### src/rtl/pwrmode_pkg.sv
package pwrmode_pkg;
  typedef enum logic [2:0] {
    PM_SINGLE = 3'd0,
    PM_DUAL   = 3'd1,
    PM_SLOW   = 3'd2,
    PM_IDLE1  = 3'd3,
    PM_IDLE2  = 3'd4,
    PM_SLEEP  = 3'd5,
    PM_STOP   = 3'd6,
    PM_WARM   = 3'd7
  } pm_state_e;

  function automatic pm_state_e pm_idle_of(pm_state_e run);
    case (run)
      PM_SINGLE: return PM_IDLE1;
      PM_DUAL:   return PM_IDLE2;
      default:   return PM_SLEEP;
    endcase
  endfunction
endpackage

### src/rtl/pwr_warm_timer.sv
module pwr_warm_timer #(
  parameter int W = 8
) (
  input  logic         clk,
  input  logic         rst_n,
  input  logic         start,
  input  logic [W-1:0] load,
  input  logic         tick,
  output logic         done
);
  logic [W-1:0] cnt_q;

  always_ff @(posedge clk or negedge rst_n) begin
    if (!rst_n) begin
      cnt_q <= '0;
    end else if (start) begin
      cnt_q <= load;
    end else if (tick && (cnt_q != '0)) begin
      cnt_q <= cnt_q - 1'b1;
    end
  end

  assign done = (cnt_q == '0);
endmodule

### src/rtl/pwr_mcycle_gen.sv
module pwr_mcycle_gen #(
  parameter int DIV = 4
) (
  input  logic clk,
  input  logic rst_n,
  input  logic tick,
  input  logic run,
  output logic stb
);
  localparam int CW = (DIV > 2) ? $clog2(DIV) : 1;
  localparam logic [CW-1:0] LAST = CW'(DIV - 1);

  logic [CW-1:0] cnt_q;

  always_ff @(posedge clk or negedge rst_n) begin
    if (!rst_n) begin
      cnt_q <= '0;
      stb   <= 1'b0;
    end else begin
      stb <= 1'b0;
      if (!run) begin
        cnt_q <= '0;
      end else if (tick) begin
        if (cnt_q == LAST) begin
          cnt_q <= '0;
          stb   <= 1'b1;
        end else begin
          cnt_q <= cnt_q + 1'b1;
        end
      end
    end
  end
endmodule

### src/rtl/pwr_mode_fsm.sv
module pwr_mode_fsm
  import pwrmode_pkg::*;
(
  input  logic      clk,
  input  logic      rst_n,
  input  logic      cfg_wr,
  input  logic      cfg_osc_en,
  input  logic      cfg_sel_slow,
  input  logic      req_idle,
  input  logic      req_stop,
  input  logic      wake,
  input  logic      warm_done,
  output pm_state_e state,
  output logic      warm_start,
  output logic      warm_on_slow,
  output logic      fast_en,
  output logic      slow_en,
  output logic      sel_slow,
  output logic      halt,
  output logic      xten,
  output logic      err
);
  pm_state_e st_q, st_d, tgt_q, tgt_d;
  logic xten_q, xten_d, err_q, err_d;
  logic wstop_q, wstop_d, rslow_q, rslow_d;

  always_comb begin
    st_d       = st_q;
    tgt_d      = tgt_q;
    xten_d     = xten_q;
    err_d      = err_q;
    wstop_d    = wstop_q;
    rslow_d    = rslow_q;
    warm_start = 1'b0;
    case (st_q)
      PM_SINGLE, PM_DUAL, PM_SLOW: begin
        if (req_stop) begin
          st_d    = PM_STOP;
          tgt_d   = st_q;
          rslow_d = (st_q == PM_SLOW);
          wstop_d = 1'b1;
        end else if (req_idle) begin
          st_d = pm_idle_of(st_q);
        end else if (cfg_wr) begin
          case (st_q)
            PM_SINGLE: begin
              if (cfg_sel_slow) err_d = 1'b1;
              if (cfg_osc_en) begin
                xten_d = 1'b1;
                st_d   = PM_DUAL;
              end
            end
            PM_DUAL: begin
              if (cfg_sel_slow) begin
                st_d = PM_SLOW;
              end else if (!cfg_osc_en) begin
                xten_d = 1'b0;
                st_d   = PM_SINGLE;
              end
            end
            default: begin
              if (!cfg_sel_slow) begin
                st_d       = PM_WARM;
                tgt_d      = PM_DUAL;
                rslow_d    = 1'b1;
                wstop_d    = 1'b0;
                warm_start = 1'b1;
              end
            end
          endcase
        end
      end
      PM_IDLE1: if (wake) st_d = PM_SINGLE;
      PM_IDLE2: if (wake) st_d = PM_DUAL;
      PM_SLEEP: if (wake) st_d = PM_SLOW;
      PM_STOP: begin
        if (wake) begin
          st_d       = PM_WARM;
          warm_start = 1'b1;
        end
      end
      PM_WARM: if (warm_done) st_d = tgt_q;
      default: st_d = PM_SINGLE;
    endcase
  end

  always_ff @(posedge clk or negedge rst_n) begin
    if (!rst_n) begin
      st_q    <= PM_SINGLE;
      tgt_q   <= PM_SINGLE;
      xten_q  <= 1'b0;
      err_q   <= 1'b0;
      wstop_q <= 1'b0;
      rslow_q <= 1'b0;
    end else begin
      st_q    <= st_d;
      tgt_q   <= tgt_d;
      xten_q  <= xten_d;
      err_q   <= err_d;
      wstop_q <= wstop_d;
      rslow_q <= rslow_d;
    end
  end

  always_comb begin
    fast_en  = 1'b1;
    slow_en  = 1'b0;
    sel_slow = 1'b0;
    halt     = 1'b0;
    case (st_q)
      PM_SINGLE: ;
      PM_DUAL:  slow_en = 1'b1;
      PM_SLOW: begin
        fast_en  = 1'b0;
        slow_en  = 1'b1;
        sel_slow = 1'b1;
      end
      PM_IDLE1: halt = 1'b1;
      PM_IDLE2: begin
        slow_en = 1'b1;
        halt    = 1'b1;
      end
      PM_SLEEP: begin
        fast_en  = 1'b0;
        slow_en  = 1'b1;
        sel_slow = 1'b1;
        halt     = 1'b1;
      end
      PM_STOP: begin
        fast_en  = 1'b0;
        sel_slow = rslow_q;
        halt     = 1'b1;
      end
      default: begin
        fast_en  = (tgt_q != PM_SLOW);
        slow_en  = (tgt_q != PM_SINGLE);
        sel_slow = rslow_q;
        halt     = wstop_q;
      end
    endcase
  end

  assign state        = st_q;
  assign warm_on_slow = rslow_q;
  assign xten         = xten_q;
  assign err          = err_q;
endmodule

### src/rtl/pwrmode_ctl.sv
module pwrmode_ctl
  import pwrmode_pkg::*;
#(
  parameter int WARM_W = 8,
  parameter int MC_DIV = 4
) (
  input  logic              clk,
  input  logic              rst_n,
  input  logic              fast_tick,
  input  logic              slow_tick,
  input  logic              cfg_wr,
  input  logic              cfg_osc_en,
  input  logic              cfg_sel_slow,
  input  logic              req_idle,
  input  logic              req_stop,
  input  logic              wake,
  input  logic [WARM_W-1:0] warm_cnt,
  output logic              fast_osc_en,
  output logic              slow_osc_en,
  output logic              sel_slow,
  output logic              mcyc_stb,
  output logic              cpu_halt,
  output logic              wdt_halt,
  output logic              sub_pins_claimed,
  output logic              err_sticky,
  output logic [2:0]        mode
);
  pm_state_e state;
  logic warm_start, warm_on_slow, warm_done, warm_tick;
  logic halt, xten, sys_tick;

  pwr_mode_fsm i_fsm (
    .clk          (clk),
    .rst_n        (rst_n),
    .cfg_wr       (cfg_wr),
    .cfg_osc_en   (cfg_osc_en),
    .cfg_sel_slow (cfg_sel_slow),
    .req_idle     (req_idle),
    .req_stop     (req_stop),
    .wake         (wake),
    .warm_done    (warm_done),
    .state        (state),
    .warm_start   (warm_start),
    .warm_on_slow (warm_on_slow),
    .fast_en      (fast_osc_en),
    .slow_en      (slow_osc_en),
    .sel_slow     (sel_slow),
    .halt         (halt),
    .xten         (xten),
    .err          (err_sticky)
  );

  assign warm_tick = warm_on_slow ? slow_tick : fast_tick;

  pwr_warm_timer #(.W(WARM_W)) i_warm (
    .clk   (clk),
    .rst_n (rst_n),
    .start (warm_start),
    .load  (warm_cnt),
    .tick  (warm_tick),
    .done  (warm_done)
  );

  assign sys_tick = sel_slow ? (slow_tick & slow_osc_en) : (fast_tick & fast_osc_en);

  pwr_mcycle_gen #(.DIV(MC_DIV)) i_mcyc (
    .clk   (clk),
    .rst_n (rst_n),
    .tick  (sys_tick),
    .run   (!halt),
    .stb   (mcyc_stb)
  );

  assign cpu_halt         = halt;
  assign wdt_halt         = halt;
  assign sub_pins_claimed = xten;
  assign mode             = state;
endmodule

### config.mk
export PLATFORM = sky130hd
export DESIGN_NAME = pwrmode_ctl
export DESIGN_NICKNAME = d
export VERILOG_FILES = /design/src/rtl/pwrmode_pkg.sv /design/src/rtl/pwr_warm_timer.sv /design/src/rtl/pwr_mcycle_gen.sv /design/src/rtl/pwr_mode_fsm.sv /design/src/rtl/pwrmode_ctl.sv
export SDC_FILE = /design/constraint.sdc
export NUM_CORES = 1
export LEC_CHECK = 0
export BUFFER_PORTS_ARGS = -buffer_cell sky130_fd_sc_hd__buf_2
export CAP_MARGIN = 15
export CELL_PAD_IN_SITES_DETAIL_PLACEMENT = 1
export CELL_PAD_IN_SITES_GLOBAL_PLACEMENT = 1
export CORE_ASPECT_RATIO = 0.5
export CORE_UTILIZATION = 40
export DETAILED_ROUTE_END_ITERATION = 12
export GPL_TIMING_DRIVEN = 0
export PLACE_DENSITY = 0.81
export SYNTH_ARGS = -nofsm -noshare
export SYNTH_HDL_FRONTEND = slang
export SYNTH_SLANG_ARGS = --single-unit
### constraint.sdc
create_clock -name clk -period 2.6 [get_ports clk]
set_input_delay 0.13 -clock clk [delete_from_list [all_inputs] [get_ports clk]]
set_output_delay 0.13 -clock clk [all_outputs]
set_load 0.005 [all_outputs]
==> results.yml, run 1 <==
critical_path:
  crit_path_cell_trace: "clkbuf_1, clkbuf_1, nor2_1, a21oi_1, buf_4, buf_2"
  cp-end-kind: "output port"
  path_delay_family: "buffers and inverters"
  reg2reg_to: "i_warm.cnt_q[7]"
  crit_top_cell: "clkbuf_1"
  cp_num_buf_inv: 4
  rrSetupSlack_ns: 0.57
  max_stage_delay_ns: 0.36
  slowest_stage: "clkbuf_1"
  r2r_start: "i_warm.cnt_q[0]"
  setup.worst_path.end: "wdt_halt"
  startpoint_type: "register"
  r2r_cells: 7
  critPathRequiredTime_ns: 2.47
  cp.depth: 6
  criticalPathCategory: "reg -> out"
  crit_path_start: "i_fsm.state[2]"
  cp.arrival_ns: 1.99
  crit_fanout: 10
flow_run:
  cap_violations: 0
clock_tree:
  cts_root_buffer: "clkbuf_8"
  clkTransAtPathRegs_ns: 0.09
  cts_buffer_depth: 2
  post_cts_buffers: 0
  cts_made_buffers: 3
  cts_sinks: 21
  cts_resized: 0
  cts_htree_levels: 1
  insertion_delay_ns: 0.27
  cts_tree: "done"
  hold_buffers: 1
yosys:
  synth-seq-cells: 21
  yosys.area.top_type_share: 0.3787
  synth-seq-area-share: 0.3787
  synth_top_flop_cell: "dfrtp_1"
  synth_nets: 183
  async_reset_ff_frac: 1.000
  avgSynthCellArea_um2: 8.513
  synth.distinct_cells: 49
  synthCells: 163
  synth_edf_count: 0
  synth.area.top_cells: "dfrtp_1 (38%), nor2_1 (4.9%), a21oi_1 (4.7%), nand2_1 (4.3%), o21ai_0 (3.6%)"
  yosysTopAreaCell: "dfrtp_1"
  synth.cell_area_um2: 1388
  ys_warn_count: 0
status:
  status: "completed"
power_and_ir_drop:
  power_density_nw_per_um2: 1152
  p_leak_nw: 0.7269
  power.total_mw: 1.882
  vdd_drop_max_mv: 0.3507
timing:
  setup_slack_ns: 0.4809
  tns_ns: 0
  hold_violations: 0
  worstMarginPinSlew_ns: 0.5877
  rsz0062_at_grt: "no"
  max_slew_margin: 0.6082
  fin_crit_ns: 2.119
  skew_ns: 0.005586
  finalCritPeriodShare: 0.8150
  maxSlewViolCount: 0
  finalSetupViolCount: 0
  fmax_mhz: 471.9
  whs_ns: 0.05423
detailed_routing:
  wire_per_inst_um: 15.10
  drt_iter0_drc: 25
  viasPerCell: 5.551
  wirelength_um: 3563
  ant_nets: 0
  drc: 0
  first_pass_iters: 4
  num_vias: 1310
global_routing:
  grt_pass1_wl_um: 6196
  gr-total-overflow: 0
  grt_max_degree: 22
  grtUsageTotal: 0.2177
  grt_antenna_before_repair: 0
  grt_pass1_vias: 1276
finish:
  final_common_cell: "buf_2"
  fillers: 413
  syn_to_final_growth_pct: 17.76
  finalNetCount: 217
  stdcell_count: 236
  drive_gt1_frac: 0.2347
  diodes: 0
  final_cell_mix: "buf_2 (30), dfrtp_1 (21), nor2_1 (18), nand2_1 (16), a21oi_1 (13)"
  final_core_util: 0.5183
  final_area_um2: 1634
hold_path:
  hold_path_class: "in -> reg"
die:
  rows: 14
  dieArea_um2: 3723
  die_y_um: 43.65
  ios: 29
  initial_core_util: 0.4401
  core-area_um2: 3153
  die_x_um: 85.30
placement:
  place.gp.congestion: 0.7976
  dpl-instance-area_um2: 1578
  io_buffers: 28
  dp_slack_ns: 0.5623
  dpl.hpwl_um: 2667
  dp.cells: 231
[synth_stat cells (2+ instances only)]
master,n
mux2_2,2
clkbuf_1,5
ha_1,2
and3_1,2
nor4_1,2
buf_2,2
nor3_1,3
nor3b_1,3
xor2_1,4
o21ai_0,10
a31o_2,2
dfrtp_1,21
a21oi_1,13
inv_1,8
mux2i_1,3
or3b_2,2
xnor2_1,2
o22ai_1,2
nand3_1,6
nor2_1,18
nor2b_1,5
nand2b_1,3
o31ai_1,2
nand2_1,16
[worst min path at each step]
stage	from	endpoint	slack (ns)	depth (start not counted)
floorplan	rst_n	i_fsm.err	-0.17	0
global placement	rst_n	i_fsm.err	0.12	1
detailed placement	rst_n	i_fsm.err	0.13	1
CTS	warm_cnt[1]	i_warm.cnt_q[1]	0.05	2
global route	warm_cnt[1]	i_warm.cnt_q[1]	0.07	2
finish	warm_cnt[1]	i_warm.cnt_q[1]	0.05	2
[metal layers]
metal,up-vias,GRT usage,part of all wire
li1,647,-,-
met3,5,0.04952,0.035
met5,-,0,0
met1,637,0.3027,0.49
met2,21,0.3548,0.47
met4,0,0.04667,0.0076
[area by class of cell]
type | count | area [um^2] | area share
Buffer | 10 | 51.30 | 0.03139
Clock buffer | 3 | 41.29 | 0.02527
Clock inverter | 1 | 5.005 | 0.003063
Inverter | 8 | 30.03 | 0.01838
Multi-Input combinational cell | 124 | 780.7 | 0.4778
Sequential cell | 21 | 525.5 | 0.3216
Tap cell | 40 | 50.05 | 0.03063
Timing Repair Buffer | 29 | 150.1 | 0.09188
[report_power, final]
part	internal, mW	switching (mW)	total (mW)
Combinational	0.467	0.593	1.06
Clock	0.107	0.120	0.227
Sequential	0.462	0.133	0.595
[registers in the layout, indices dropped and copies added (netlist names)]
signal,flops
i_fsm.tgt_q,3
i_fsm.state,3
i_fsm.wstop_q,1
i_fsm.err,1
i_mcyc.stb,1
i_fsm.warm_on_slow,1
i_mcyc.cnt_q,2
i_warm.cnt_q,8
i_fsm.xten,1
[cell families (layout without fill, tap and decap cells)]
kind of cell | count (synthesis) | in the layout | synth area share
compound gates | 44 | 44 | 0.2164
xor+xnor | 6 | 6 | 0.03787
fa+ha+maj | 2 | 2 | 0.01803
buf+inv | 18 | 51 | 0.05861
flops | 21 | 21 | 0.3787
mux | 5 | 5 | 0.03787
simple gates | 67 | 67 | 0.2525
Power figures use the tool's default switching activity.
==> run 2: changes to the inputs <==
ABC_AREA = 1   (was not set)
CORE_UTILIZATION = 39   (was 40)
clock period = 2.05 ns   (was 2.6 ns; I/O delays follow)
==> run 2 against run 1 <==
Effect of this change: non-clock buffer count is 7 lower; hold slack better by 0.0019 ns; utilization is 2.9 points lower; critical path type unchanged; highest routed layer unchanged.
==> results.yml, run 2 <==
clock_tree:
  clkTransAtPathRegs_ns: 0.08
  cts_made_buffers: 3
  insertion_delay_ns: 0.26
  cts_sinks: 21
  cts_tree: "done"
  cts_resized: 0
  post_cts_buffers: 0
  cts_buffer_depth: 2
  cts_root_buffer: "clkbuf_8"
  cts_htree_levels: 1
timing:
  worstMarginPinSlew_ns: 0.5137
  finalSetupViolCount: 0
  max_slew_margin: 0.6575
  fin_crit_ns: 1.867
  rsz0062_at_grt: "no"
  fmax_mhz: 535.5
  hold_violations: 0
  whs_ns: 0.05613
  tns_ns: 0
  skew_ns: 0.003460
  maxSlewViolCount: 0
  finalCritPeriodShare: 0.9109
critical_path:
  startpoint_type: "register"
  cp_num_buf_inv: 6
  crit_top_cell: "inv_1"
  crit_fanout: 9
  critPathRequiredTime_ns: 1.95
  criticalPathCategory: "reg -> out"
  cp-end-kind: "output port"
  cp.arrival_ns: 1.76
  crit_path_cell_trace: "buf_6, nor2_2, inv_2, nand2_2, inv_1, o21ai_2, inv_1, buf_4, buf_2"
  slowest_stage: "dfrtp_1"
  path_delay_family: "buffers and inverters"
  max_stage_delay_ns: 0.39
yosys:
  synth-seq-area-share: 0.3608
  synth_nets: 219
  synth.area.top_cells: "dfrtp_1 (36%), nand2_1 (14%), nand3_1 (7.9%), nand2_2 (4.7%), nor2_1 (4.4%)"
  synth_edf_count: 0
  synth-seq-cells: 21
  synth.cell_area_um2: 1456
  yosysTopAreaCell: "dfrtp_1"
  synth.distinct_cells: 34
  synthCells: 199
  synth_top_flop_cell: "dfrtp_1"
  synth_most_common_cell: "nand2_1"
  ys_warn_count: 0
  yosys.area.top_type_share: 0.3608
  async_reset_ff_frac: 1.000
  avgSynthCellArea_um2: 7.319
  synth.top_cells.by_count: "nand2_1 (56), nand3_1 (23), dfrtp_1 (21), nor2_1 (17), inv_1 (16)"
die:
  die_x_um: 88.42
  rows: 15
  core-area_um2: 3510
  initial_core_util: 0.4150
  ios: 29
  die_y_um: 45.21
  dieArea_um2: 3997
detailed_routing:
  drc: 0
  wirelength_um: 3721
  drt_iter0_drc: 18
  wire_per_inst_um: 13.15
  ant_nets: 0
  first_pass_iters: 4
  viasPerCell: 4.958
  num_vias: 1403
finish:
  fillers: 478
  final-seq-area_um2: 525.5
  drive_gt1_frac: 0.3017
  syn_to_final_growth_pct: 17.78
  largest_register_ffs: 8
  final_cell_mix: "nand2_1 (56), buf_2 (28), nand3_1 (23), dfrtp_1 (21), nor2_1 (17)"
  top_register: "i_warm.cnt_q"
  finalNetCount: 253
  diodes: 0
  multi_input_area_um2: 804.5
  final_common_cell: "nand2_1"
power_and_ir_drop:
  comb_power_share: 0.607
  power.total_mw: 2.698
  seq_power_share: 0.289
  netSwitchingFraction: 0.4950
  power_density_nw_per_um2: 1573
  p_clk_frac: 0.105
  vdd_drop_max_mv: 0.5775
  p_leak_nw: 0.8718
  internal_power_mw: 1.363
  power_switching_mw: 1.336
global_routing:
  grt_pass1_vias: 1356
  grt_antenna_before_repair: 0
  grt_max_degree: 22
  gr-total-overflow: 0
  grt_pass1_wl_um: 6175
  grtUsageTotal: 0.2081
placement:
  dpl.hpwl_um: 2911
  io_buffers: 28
  place.gp.congestion: 0.8558
hold_path:
  hold_path_class: "in -> reg"
flow_run:
  cap_violations: 0
status:
  status: "completed"
## run 2: routing by layer
layer / global-route usage / routed length [um]
met1: 0.2626 / 1742
met2: 0.3723 / 1844
met3: 0.04388 / 95
met4: 0.04839 / 38
met5: 0 / 0
## run 2: what timing repair did
action                     in CTS  in global routing
setup endpoints to repair       0                  0
hold buffers                    1                  0
hold endpoints to repair       21                  0
## run 2: path summary, 6_finish.rpt
kind	startpoint	to	slack, ns	cells after the start
worst max-delay path	i_fsm.state[0]	wdt_halt	0.18	9
worst min-delay path	warm_cnt[6]	i_warm.cnt_q[6]	0.06	3
worst max register to register	i_warm.cnt_q[0]	i_warm.cnt_q[4]	0.32	8
worst min register to register	i_fsm.err	i_fsm.err	0.49	1
max in group asynchronous	rst_n	i_warm.cnt_q[1]	1.36	2
min in group asynchronous	rst_n	i_warm.cnt_q[7]	0.34	2
## run 2: per-stage QoR
| stage | instances | util | worst slack (ns) | cell area (um^2) |
|---|---|---|---|---|
| finish | 283 | 0.4888 | 0.1826 | 1715 |
| global route | 283 | 0.4888 | 0.02041 | 1715 |
| CTS | 283 | 0.4888 | 0.1701 | 1715 |
| detailed placement | 278 | 0.4731 | 0.3258 | 1660 |
| global placement | 278 | 0.4731 | 0.3830 | 1660 |
| floorplan | 199 | - | 0.6218 | 1456 |
## run 2: final cells by class
type / count / share of cell area
plain buffers: 3 / 0.01969
inverters: 24 / 0.05398
repair buffers: 29 / 0.08753
multi-input cells: 151 / 0.4690
well taps: 51 / 0.03720
flip-flops and latches: 21 / 0.3063
clock buffers: 4 / 0.02626
## run 2: power groups by stage
stage	registers [mW]	logic, mW	clock network, mW
after floorplan	0.749	1.21	0
after detailed placement	0.788	1.64	0
after global routing	0.803	1.86	0.305
after CTS	0.781	1.66	0.290
after global placement	0.776	1.57	0
final	0.779	1.64	0.283
## run 2: logic make-up after synthesis
logic type,Yosys count,synth area share
AOI/OAI and AO/OA,20,0.09366
adders and majority gates,2,0.01718
xor gates and xnor gates,4,0.02406
and+or+nand+nor,125,0.4175
DFF,21,0.3608
buffers and inverters,27,0.08677
## run 2: worst reg2reg max path, cell delays in order (launching register included)
cell	delay, ns
dfrtp_1	0.38
inv_1	0.11
ha_1	0.22
nand2_1	0.10
nor2_1	0.21
nor2_2	0.11
nor2_2	0.33
nand2_1	0.10
nand3_1	0.10
